[src/rtl/sltrk_pkg.sv]
package sltrk_pkg;

    // How the allocator picked the slot for an insert
    typedef enum logic [1:0] {
        SLOT_REUSE = 2'd0,   // same tag already resident
        SLOT_FREE  = 2'd1,   // lowest invalid slot
        SLOT_EVICT = 2'd2    // table full, round-robin victim
    } slot_kind_e;

    // Registered check result
    typedef struct packed {
        logic done;
        logic replay;
    } chk_resp_t;

    // Next round-robin pointer value with wrap at the entry count
    function automatic int unsigned rr_next(input int unsigned cur, input int unsigned count);
        return (cur + 1 >= count) ? 0 : cur + 1;
    endfunction

endpackage

[src/rtl/sltrk_entry.sv]
module sltrk_entry #(
    parameter int TAG_W  = 5,
    parameter int WORD_W = 30
) (
    input  logic              clk,
    input  logic              rst,
    input  logic              wr_en,
    input  logic [TAG_W-1:0]  wr_tag,
    input  logic [WORD_W-1:0] wr_word,
    input  logic              clr_en,
    input  logic              st_valid,
    input  logic [WORD_W-1:0] st_word,
    output logic              valid_o,
    output logic              viol_o,
    output logic [TAG_W-1:0]  tag_o,
    output logic [WORD_W-1:0] word_o
);
    always_ff @(posedge clk) begin
        if (rst) begin
            valid_o <= 1'b0;
            viol_o  <= 1'b0;
            tag_o   <= '0;
            word_o  <= '0;
        end else if (wr_en) begin
            // insert wins over same-cycle store and check
            valid_o <= 1'b1;
            viol_o  <= 1'b0;
            tag_o   <= wr_tag;
            word_o  <= wr_word;
        end else begin
            if (clr_en)
                valid_o <= 1'b0;
            if (st_valid && valid_o && (st_word == word_o))
                viol_o <= 1'b1;
        end
    end
endmodule

[src/rtl/sltrk_alloc.sv]
module sltrk_alloc
    import sltrk_pkg::*;
#(
    parameter int ENTRIES = 8,
    parameter int TAG_W   = 5,
    parameter int IDX_W   = 3
) (
    input  logic [ENTRIES-1:0] valid_i,
    input  logic [TAG_W-1:0]   tag_i [ENTRIES],
    input  logic [TAG_W-1:0]   ins_tag_i,
    input  logic [IDX_W-1:0]   rr_ptr_i,
    output logic [IDX_W-1:0]   slot_o,
    output slot_kind_e         kind_o
);
    logic             free_found, tag_found;
    logic [IDX_W-1:0] free_idx, tag_idx;

    always_comb begin
        free_found = 1'b0;
        free_idx   = '0;
        tag_found  = 1'b0;
        tag_idx    = '0;
        // descending scan so the lowest index is kept last
        for (int i = ENTRIES - 1; i >= 0; i--) begin
            if (!valid_i[i]) begin
                free_found = 1'b1;
                free_idx   = IDX_W'(i);
            end
            if (valid_i[i] && (tag_i[i] == ins_tag_i)) begin
                tag_found = 1'b1;
                tag_idx   = IDX_W'(i);
            end
        end
        if (tag_found) begin
            kind_o = SLOT_REUSE;
            slot_o = tag_idx;
        end else if (free_found) begin
            kind_o = SLOT_FREE;
            slot_o = free_idx;
        end else begin
            kind_o = SLOT_EVICT;
            slot_o = rr_ptr_i;
        end
    end
endmodule

[src/rtl/sltrk_lookup.sv]
module sltrk_lookup #(
    parameter int ENTRIES = 8,
    parameter int TAG_W   = 5,
    parameter int IDX_W   = 3
) (
    input  logic [ENTRIES-1:0] valid_i,
    input  logic [ENTRIES-1:0] viol_i,
    input  logic [TAG_W-1:0]   tag_i [ENTRIES],
    input  logic [TAG_W-1:0]   chk_tag_i,
    output logic [ENTRIES-1:0] hit_vec_o,
    output logic               hit_o,
    output logic [IDX_W-1:0]   hit_idx_o,
    output logic               hit_viol_o
);
    always_comb begin
        hit_idx_o  = '0;
        hit_viol_o = 1'b0;
        for (int i = 0; i < ENTRIES; i++) begin
            hit_vec_o[i] = valid_i[i] && (tag_i[i] == chk_tag_i);
            if (hit_vec_o[i]) begin
                hit_idx_o  = IDX_W'(i);
                hit_viol_o = viol_i[i];
            end
        end
        hit_o = |hit_vec_o;
    end
endmodule

[src/rtl/spec_load_tracker.sv]
module spec_load_tracker
    import sltrk_pkg::*;
#(
    parameter int ENTRIES    = 8,
    parameter int TAG_W      = 5,
    parameter int ADDR_W     = 32,
    parameter int WORD_BYTES = 4
) (
    input  logic              clk,
    input  logic              rst,
    input  logic              ins_valid,
    input  logic [TAG_W-1:0]  ins_tag,
    input  logic [ADDR_W-1:0] ins_addr,
    input  logic              st_valid,
    input  logic [ADDR_W-1:0] st_addr,
    input  logic              chk_valid,
    input  logic [TAG_W-1:0]  chk_tag,
    output logic              chk_done,
    output logic              chk_replay
);
    localparam int IDX_W  = (ENTRIES > 1) ? $clog2(ENTRIES) : 1;
    localparam int OFS_W  = (WORD_BYTES > 1) ? $clog2(WORD_BYTES) : 0;
    localparam int WORD_W = ADDR_W - OFS_W;

    logic [ENTRIES-1:0] valid_q, viol_q, hit_vec;
    logic [TAG_W-1:0]   tag_q  [ENTRIES];
    logic [WORD_W-1:0]  word_q [ENTRIES];

    logic [WORD_W-1:0]  ins_word, st_word;
    logic [IDX_W-1:0]   rr_ptr_q, alloc_slot, hit_idx;
    slot_kind_e         alloc_kind;
    logic               hit, hit_viol;
    chk_resp_t          resp_q;

    assign ins_word = ins_addr[ADDR_W-1:OFS_W];
    assign st_word  = st_addr[ADDR_W-1:OFS_W];

    sltrk_alloc #(.ENTRIES(ENTRIES), .TAG_W(TAG_W), .IDX_W(IDX_W)) u_alloc (
        .valid_i   (valid_q),
        .tag_i     (tag_q),
        .ins_tag_i (ins_tag),
        .rr_ptr_i  (rr_ptr_q),
        .slot_o    (alloc_slot),
        .kind_o    (alloc_kind)
    );

    sltrk_lookup #(.ENTRIES(ENTRIES), .TAG_W(TAG_W), .IDX_W(IDX_W)) u_lookup (
        .valid_i    (valid_q),
        .viol_i     (viol_q),
        .tag_i      (tag_q),
        .chk_tag_i  (chk_tag),
        .hit_vec_o  (hit_vec),
        .hit_o      (hit),
        .hit_idx_o  (hit_idx),
        .hit_viol_o (hit_viol)
    );

    for (genvar g = 0; g < ENTRIES; g++) begin : g_slot
        logic wr_en_g, clr_en_g;
        assign wr_en_g  = ins_valid && (alloc_slot == IDX_W'(g));
        assign clr_en_g = chk_valid && hit && (hit_idx == IDX_W'(g));

        sltrk_entry #(.TAG_W(TAG_W), .WORD_W(WORD_W)) u_entry (
            .clk      (clk),
            .rst      (rst),
            .wr_en    (wr_en_g),
            .wr_tag   (ins_tag),
            .wr_word  (ins_word),
            .clr_en   (clr_en_g),
            .st_valid (st_valid),
            .st_word  (st_word),
            .valid_o  (valid_q[g]),
            .viol_o   (viol_q[g]),
            .tag_o    (tag_q[g]),
            .word_o   (word_q[g])
        );
    end

    // round-robin victim pointer: moves only on a full-table replacement
    always_ff @(posedge clk) begin
        if (rst)
            rr_ptr_q <= '0;
        else if (ins_valid && (alloc_kind == SLOT_EVICT))
            rr_ptr_q <= IDX_W'(rr_next(int'(rr_ptr_q), ENTRIES));
    end

    // check result, registered one cycle after the request
    always_ff @(posedge clk) begin
        if (rst) begin
            resp_q <= '0;
        end else begin
            resp_q.done   <= chk_valid;
            resp_q.replay <= chk_valid && (!hit || hit_viol);
        end
    end

    assign chk_done   = resp_q.done;
    assign chk_replay = resp_q.replay;
endmodule

[config.mk]
export PLATFORM = sky130hd
export DESIGN_NAME = spec_load_tracker
export DESIGN_NICKNAME = d
export VERILOG_FILES = /design/src/rtl/sltrk_pkg.sv /design/src/rtl/sltrk_entry.sv /design/src/rtl/sltrk_alloc.sv /design/src/rtl/sltrk_lookup.sv /design/src/rtl/spec_load_tracker.sv
export SDC_FILE = /design/constraint.sdc
export NUM_CORES = 1
export LEC_CHECK = 0
export ABC_AREA = 1
export BUFFER_PORTS_ARGS = -buffer_cell sky130_fd_sc_hd__clkbuf_2
export CAP_MARGIN = 25
export CORE_MARGIN = 2
export CORE_UTILIZATION = 43
export DETAILED_ROUTE_END_ITERATION = 10
export SLEW_MARGIN = 20
export SYNTH_ARGS = -nofsm -noshare
export SYNTH_HDL_FRONTEND = slang
export SYNTH_SLANG_ARGS = --single-unit
[constraint.sdc]
create_clock -name clk -period 2.1 [get_ports clk]
set_input_delay 0 -clock clk [delete_from_list [all_inputs] [get_ports clk]]
set_output_delay 0 -clock clk [all_outputs]
set_load 0.05 [all_outputs]
Yosys cells after proc, flatten, opt, wreduce, memory -nomap -nowiden
Cells that the tools add are included.
{ "word_totals": {"ff_bits": 301, "word_cells": 216} }
{ "op_classes": {"add_sub_neg": 1, "n_lt_le_gt_ge": 1, "n_eq_ne": 39, "mux": 68, "reduce_logical": 72} }
{ "op_table": {"columns": ["cell", "n"], "rows": [
  ["30-bit equality test", 8],
  ["5-bit equality test", 16],
  ["3-bit two-way mux", 23],
  ["1-bit logical AND", 51],
  ["1-bit two-way mux", 41],
  ["3-bit equality test, second input constant", 8],
  ["2-bit nonzero test", 8],
  ["2-bit OR reduction", 8],
  ["3-bit by 2-bit equality test with 1-bit output, second input constant", 4],
  ["2-bit two-way mux", 4],
  ["8-bit OR reduction", 1],
  ["3-bit by 1-bit equality test with 1-bit output, second input constant", 2],
  ["3-bit zero test", 2],
  ["3-bit by 1-bit adder with 4-bit output, second input constant", 1],
  ["4-bit greater-or-equal comparator, second input constant", 1],
  ["2-bit equality test, second input constant", 1],
  ["1-bit zero test", 1],
  ["1-bit logical OR", 1]
]} }

Longest topological paths before layout
{ "depth": {"depth_word": 14, "depth_mapped": 20, "ltp_nobuf": 18} }

Cells and area by module
From an unflattened synthesis, not the netlist that was laid out.
{ "unflattened": {"cells_unflattened": 2863, "hier_area_um2": 16962.5} }
{ "modules_own_cells": {"columns": ["mod", "instances", "cells_per_inst", "area_each_um2", "seq_area_each_um2"], "rows": [
  ["sltrk_entry", 8, 308, 1863.0, 740.7],
  ["sltrk_alloc", 1, 164, 898.4, 0.0],
  ["sltrk_lookup", 1, 171, 809.5, 0.0],
  ["spec_load_tracker", 1, 64, 350.3, 100.1]
]} }

Worst setup path after synthesis
No wires, ideal clock.
{ "synth_timing": {"kind": "register to register", "from": "register g_slot[7].u_entry.tag_o[2]", "to": "register g_slot[2].u_entry.tag_o[0]", "setup_ns": 0.113, "arrival_time_ns": 1.779, "required_time_ns": 1.987, "setup_slack_ns": 0.208, "path_stages_with_launch": 14, "n_path_buf": 2, "path_cell_list": "dfxtp_1 inv_1 o21ai_0 nor2_1 nand3b_1 nand2_1 nor2_1 nand2_1 a21oi_2 buf_4 nand4_4 clkbuf_1 nor2_1 nor2_1"} }
{ "synth_via": {"elab_chain_cells": 13} }
{ "synth_lines": {"columns": ["item", "line_no", "rtl"], "rows": [
  ["start: declaration", "sltrk_entry.sv:15", "output logic [TAG_W-1:0] tag_o,"],
  ["start signal: assignment", "sltrk_entry.sv:28", "tag_o <= wr_tag;"],
  ["5-bit equality test (*)", "sltrk_alloc.sv:29", "if (valid_i[i] && (tag_i[i] == ins_tag_i)) begin"],
  ["1-bit logical AND (*)", "sltrk_alloc.sv:29", null],
  ["3-bit two-way mux / 1-bit two-way mux (equally long branches) (8 in series)", "sltrk_alloc.sv:29", null],
  ["3-bit two-way mux (*)", "sltrk_alloc.sv:34", "if (tag_found) begin"],
  ["3-bit by 2-bit equality test with 1-bit output (*)", "spec_load_tracker.sv:60", "assign wr_en_g = ins_valid && (alloc_slot == IDX_W'(g));"],
  ["1-bit logical AND (*)", "spec_load_tracker.sv:60", null],
  ["end signal: assignment", "sltrk_entry.sv:28", null],
  ["end: declaration", "sltrk_entry.sv:15", null]
]} }
Mark *: on every way between the ends. The rest lies on a longest branch, timed or not.
A chain may end at the register's enable or synchronous reset.

Worst setup path after layout
{ "layout_timing": {"from": "register g_slot[6].u_entry.tag_o[0]", "to": "register g_slot[6].u_entry.word_o[18]"} }
{ "layout_via": {"elab_chain_cells": 12} }
{ "layout_lines": {"columns": ["item", "line_no", "rtl"], "rows": [
  ["start: declaration", "sltrk_entry.sv:15", null],
  ["start signal: assignment", "sltrk_entry.sv:28", null],
  ["5-bit equality test (*)", "sltrk_alloc.sv:29", null],
  ["1-bit logical AND (*)", "sltrk_alloc.sv:29", null],
  ["3-bit two-way mux / 1-bit two-way mux (equally long branches) (7 in series)", "sltrk_alloc.sv:29", null],
  ["3-bit two-way mux (*)", "sltrk_alloc.sv:34", null],
  ["3-bit equality test (*)", "spec_load_tracker.sv:60", null],
  ["1-bit logical AND (*)", "spec_load_tracker.sv:60", null],
  ["end signal: assignment", "sltrk_entry.sv:29", "word_o <= wr_word;"],
  ["end: declaration", "sltrk_entry.sv:16", "output logic [WORD_W-1:0] word_o"]
]} }
Marked as above.

==> results.txt <==
Die area: 0.0431 mm²
Post-DP HPWL: 38.3 mm
Proportion of layout cells with a drive suffix above 1: 16.2%
Routability cong.: 0.919
CTS Root Cell: clkbuf_16
HP Class: in2reg
Placed cell areas: 0.0198 mm²
Die W: 208 µm
Max frequency: 446 MHz
Syn Inst Count: 2948
TritonCTS buffer count: 37
First-pass GRT wire length: 89.9 mm
Syn_area_per_cell: 6.05 µm²
Drt first pass iters: 6
Critical path launch point type: flip-flop
Worst EP required: 2.59 ns
Grt ovf: 0
Rel. slew slack: 68.0%
Non-filler instance count after layout: 3708
Leak: 11.5 nW
Cell taking the most area after synthesis: dfxtp_1
Top cells by count, synth: nand2_1 (728), nor2_1 (642), inv_1 (493)
Placed Cells: 3559
Post-synth top flop: dfxtp_1
Initial detailed-routing violation count: 1543
ANT cells: 0
Synth Warn #: 0
Cell Pwr Density: 636 mW/mm²
FF-to-FF path depth: 18
Slew @ Worst Pin: 0.476 ns
Fin. Hold Viols: 0
Total negative slack: -18.66 ns
Worst Skew: 0.0137 ns
Final worst slack: -0.144 ns
Vias: 18300
Crit. End Element: flip-flop
Met2 wire len: 27.6 mm
Starting Density: 43.6%
Most numerous cell in the Yosys netlist: nand2_1
Failing checks: negative setup slack
Clock transition at the registers of the reported paths: 0.06 ns
Status: finished, violations left
Syn_nets: 3028
Worst Path Max Fanout: 17
Post-layout minimum cycle time: 2.24 ns
Max-cap violations: 0
Critical Path AT: 2.73 ns
Slew Viols, Final: 0
Util after Layout: 55.1%
Met1 wire length: 27.1 mm
DR DRC count: 0
Clk sinks: 301
Synth Register Bits: 301
H-tree depth: 2
Unrepaired setup endpoints after global routing: yes
Final setup vio count: 276
Synth cell types: 35
Initial antenna violation count: 0
Core Box Area: 0.0409 mm²
Total GRT Usage: 25.8%
Synth Cell Area: 0.0178 mm²
Metal3 WL: 3.78 mm
Drt total wl: 60.1 mm
Vias in the first global route: 16500
Top post-synthesis cells by area: dfxtp_1 (34%), nand2_1 (15%), nor2_1 (14%), inv_1 (10%), nand4_1 (6.1%)
Design Area, Final: 0.0225 mm²
Fill count: 4012
CP Class: reg2reg
CTS tree: yes
Nets: 3235
Max clock buf depth: 3
DP Worst Slack: -0.193 ns
Seq/Total Area, Yosys: 33.8%
R2R setup slack: -0.14 ns
Area grow syn2layout: 26.3%
Clock Latency Late Sink: 0.55 ns
Hold path cells: 6
Antenna Nets Post-Route: 0
# rows: 74
Fin crit share: 107%
Async set or reset register ratio after synthesis: 0%
Highest Signal Layer: met4
Die height: 208 µm
Yosys top cell area share: 33.8%
Wire per inst: 16.2 µm
Pin count of the biggest net entering global routing: 69
Peak VDD IR: 0.600 mV
Ports: 81
Post-synth EDFFs: 0
Vias/cell: 4.94
Buffers on Ports: 76
[path summary, 6_finish.rpt]
kind | to | start
max | g_slot[6].u_entry.word_o[18] | g_slot[6].u_entry.tag_o[0]
min | g_slot[1].u_entry.tag_o[3] | ins_tag[3]
max reg2reg | g_slot[6].u_entry.word_o[18] | g_slot[6].u_entry.tag_o[0]
min reg2reg | rr_ptr_q[0] | rr_ptr_q[0]
[worst max-delay path, cell delays in order, from the launching register on]
cell and delay [ns]:
dfxtp_2 0.34, inv_2 0.05, nand2_2 0.07, nand2_2 0.06, nor2_4 0.11, nand3_2 0.11
buf_4 0.16, nand2_1 0.07, nor2_2 0.05, nand2_2 0.09, nand2_1 0.09, nor2_4 0.12
buf_4 0.16, nand4_4 0.11, buf_12 0.17, clkbuf_16 0.19, nand2_1 0.07, nand2_1 0.04
nor2_1 0.10
[registers in the layout, summed over array words and instances (netlist names)]
| register | count |
|---|---|
| chk_done | 1 |
| chk_replay | 1 |
| g_slot.u_entry.tag_o | 40 |
| g_slot.u_entry.valid_o | 8 |
| g_slot.u_entry.viol_o | 8 |
| g_slot.u_entry.word_o | 240 |
| rr_ptr_q | 3 |
[cells in the final DEF, fill, tap and decap left out, types with 6 or more instances in the layout]
cell type,count
a21oi_1,49
buf_12,36
buf_4,150
buf_6,6
clkbuf_1,8
clkbuf_16,52
clkbuf_2,76
clkbuf_8,6
clkinv_2,6
dfxtp_1,272
dfxtp_2,26
dlygate4sd3_1,39
inv_1,483
inv_2,38
nand2_1,684
nand2_2,36
nand2_4,11
nand3_1,30
nand3_2,7
nand4_1,175
nor2_1,619
nor2_2,20
nor3_1,75
nor4_1,12
o21ai_0,28
o21ai_1,8
o22ai_1,29
xnor2_1,21
xor2_1,121
[report_power, final]
group          total [W]  switching [W]  internal, W
logic            0.00214        0.00132     0.000823
clock network    0.00625        0.00257      0.00367
registers        0.00595      0.0000945      0.00586
[area by class of cell]
| type | instances | area [µm²] | area share [%] |
|---|---|---|---|
| clock buffer | 51 | 1040 | 4.61 |
| clock inverter | 9 | 97.6 | 0.433 |
| inverter | 523 | 1970 | 8.75 |
| multi-input combinational | 1959 | 9390 | 41.7 |
| sequential | 301 | 6070 | 26.9 |
| tap | 532 | 666 | 2.95 |
| timing repair buffer | 333 | 3310 | 14.7 |
[metal layers]
| layer | up-vias | track usage [%] |
|---|---|---|
| met5 | - | 0 |
| met1 | 8357 | 34.8 |
| met3 | 98 | 3.87 |
| met4 | 0 | 7.31 |
| met2 | 546 | 42.7 |
| li1 | 9312 | - |
[stage by stage]
stage	total power [W]	hold slack (ns)
after floorplan	0.00728	0.0834
after global placement	0.00791	0.307
after detailed placement	0.00793	0.316
after CTS	0.0143	0.0920
after global routing	0.0149	0.151
final	0.0143	0.112
[cells by family (layout without fill, tap and decap cells)]
logic type	Yosys count	in the layout	share of synthesized area (%)
AO/OA/AOI/OAI	126	126	3.86
XOR/XNOR	142	142	6.97
buffers and inverters	688	916	15.4
AND/OR/NAND/NOR	1690	1690	39.9
flip-flops	301	301	33.8
adder cells (fa/ha/maj)	1	1	0.0701
[timing repair]
item,4_1_cts,5_1_grt
resized for setup,66,102
buffers inserted,12,19
hold endpoints to repair,271,0
setup endpoints to repair,292,297
hold buffers,39,0
pin swaps,15,40
gates cloned,4,16
Note: power is estimated with default switching activity, not from simulation.
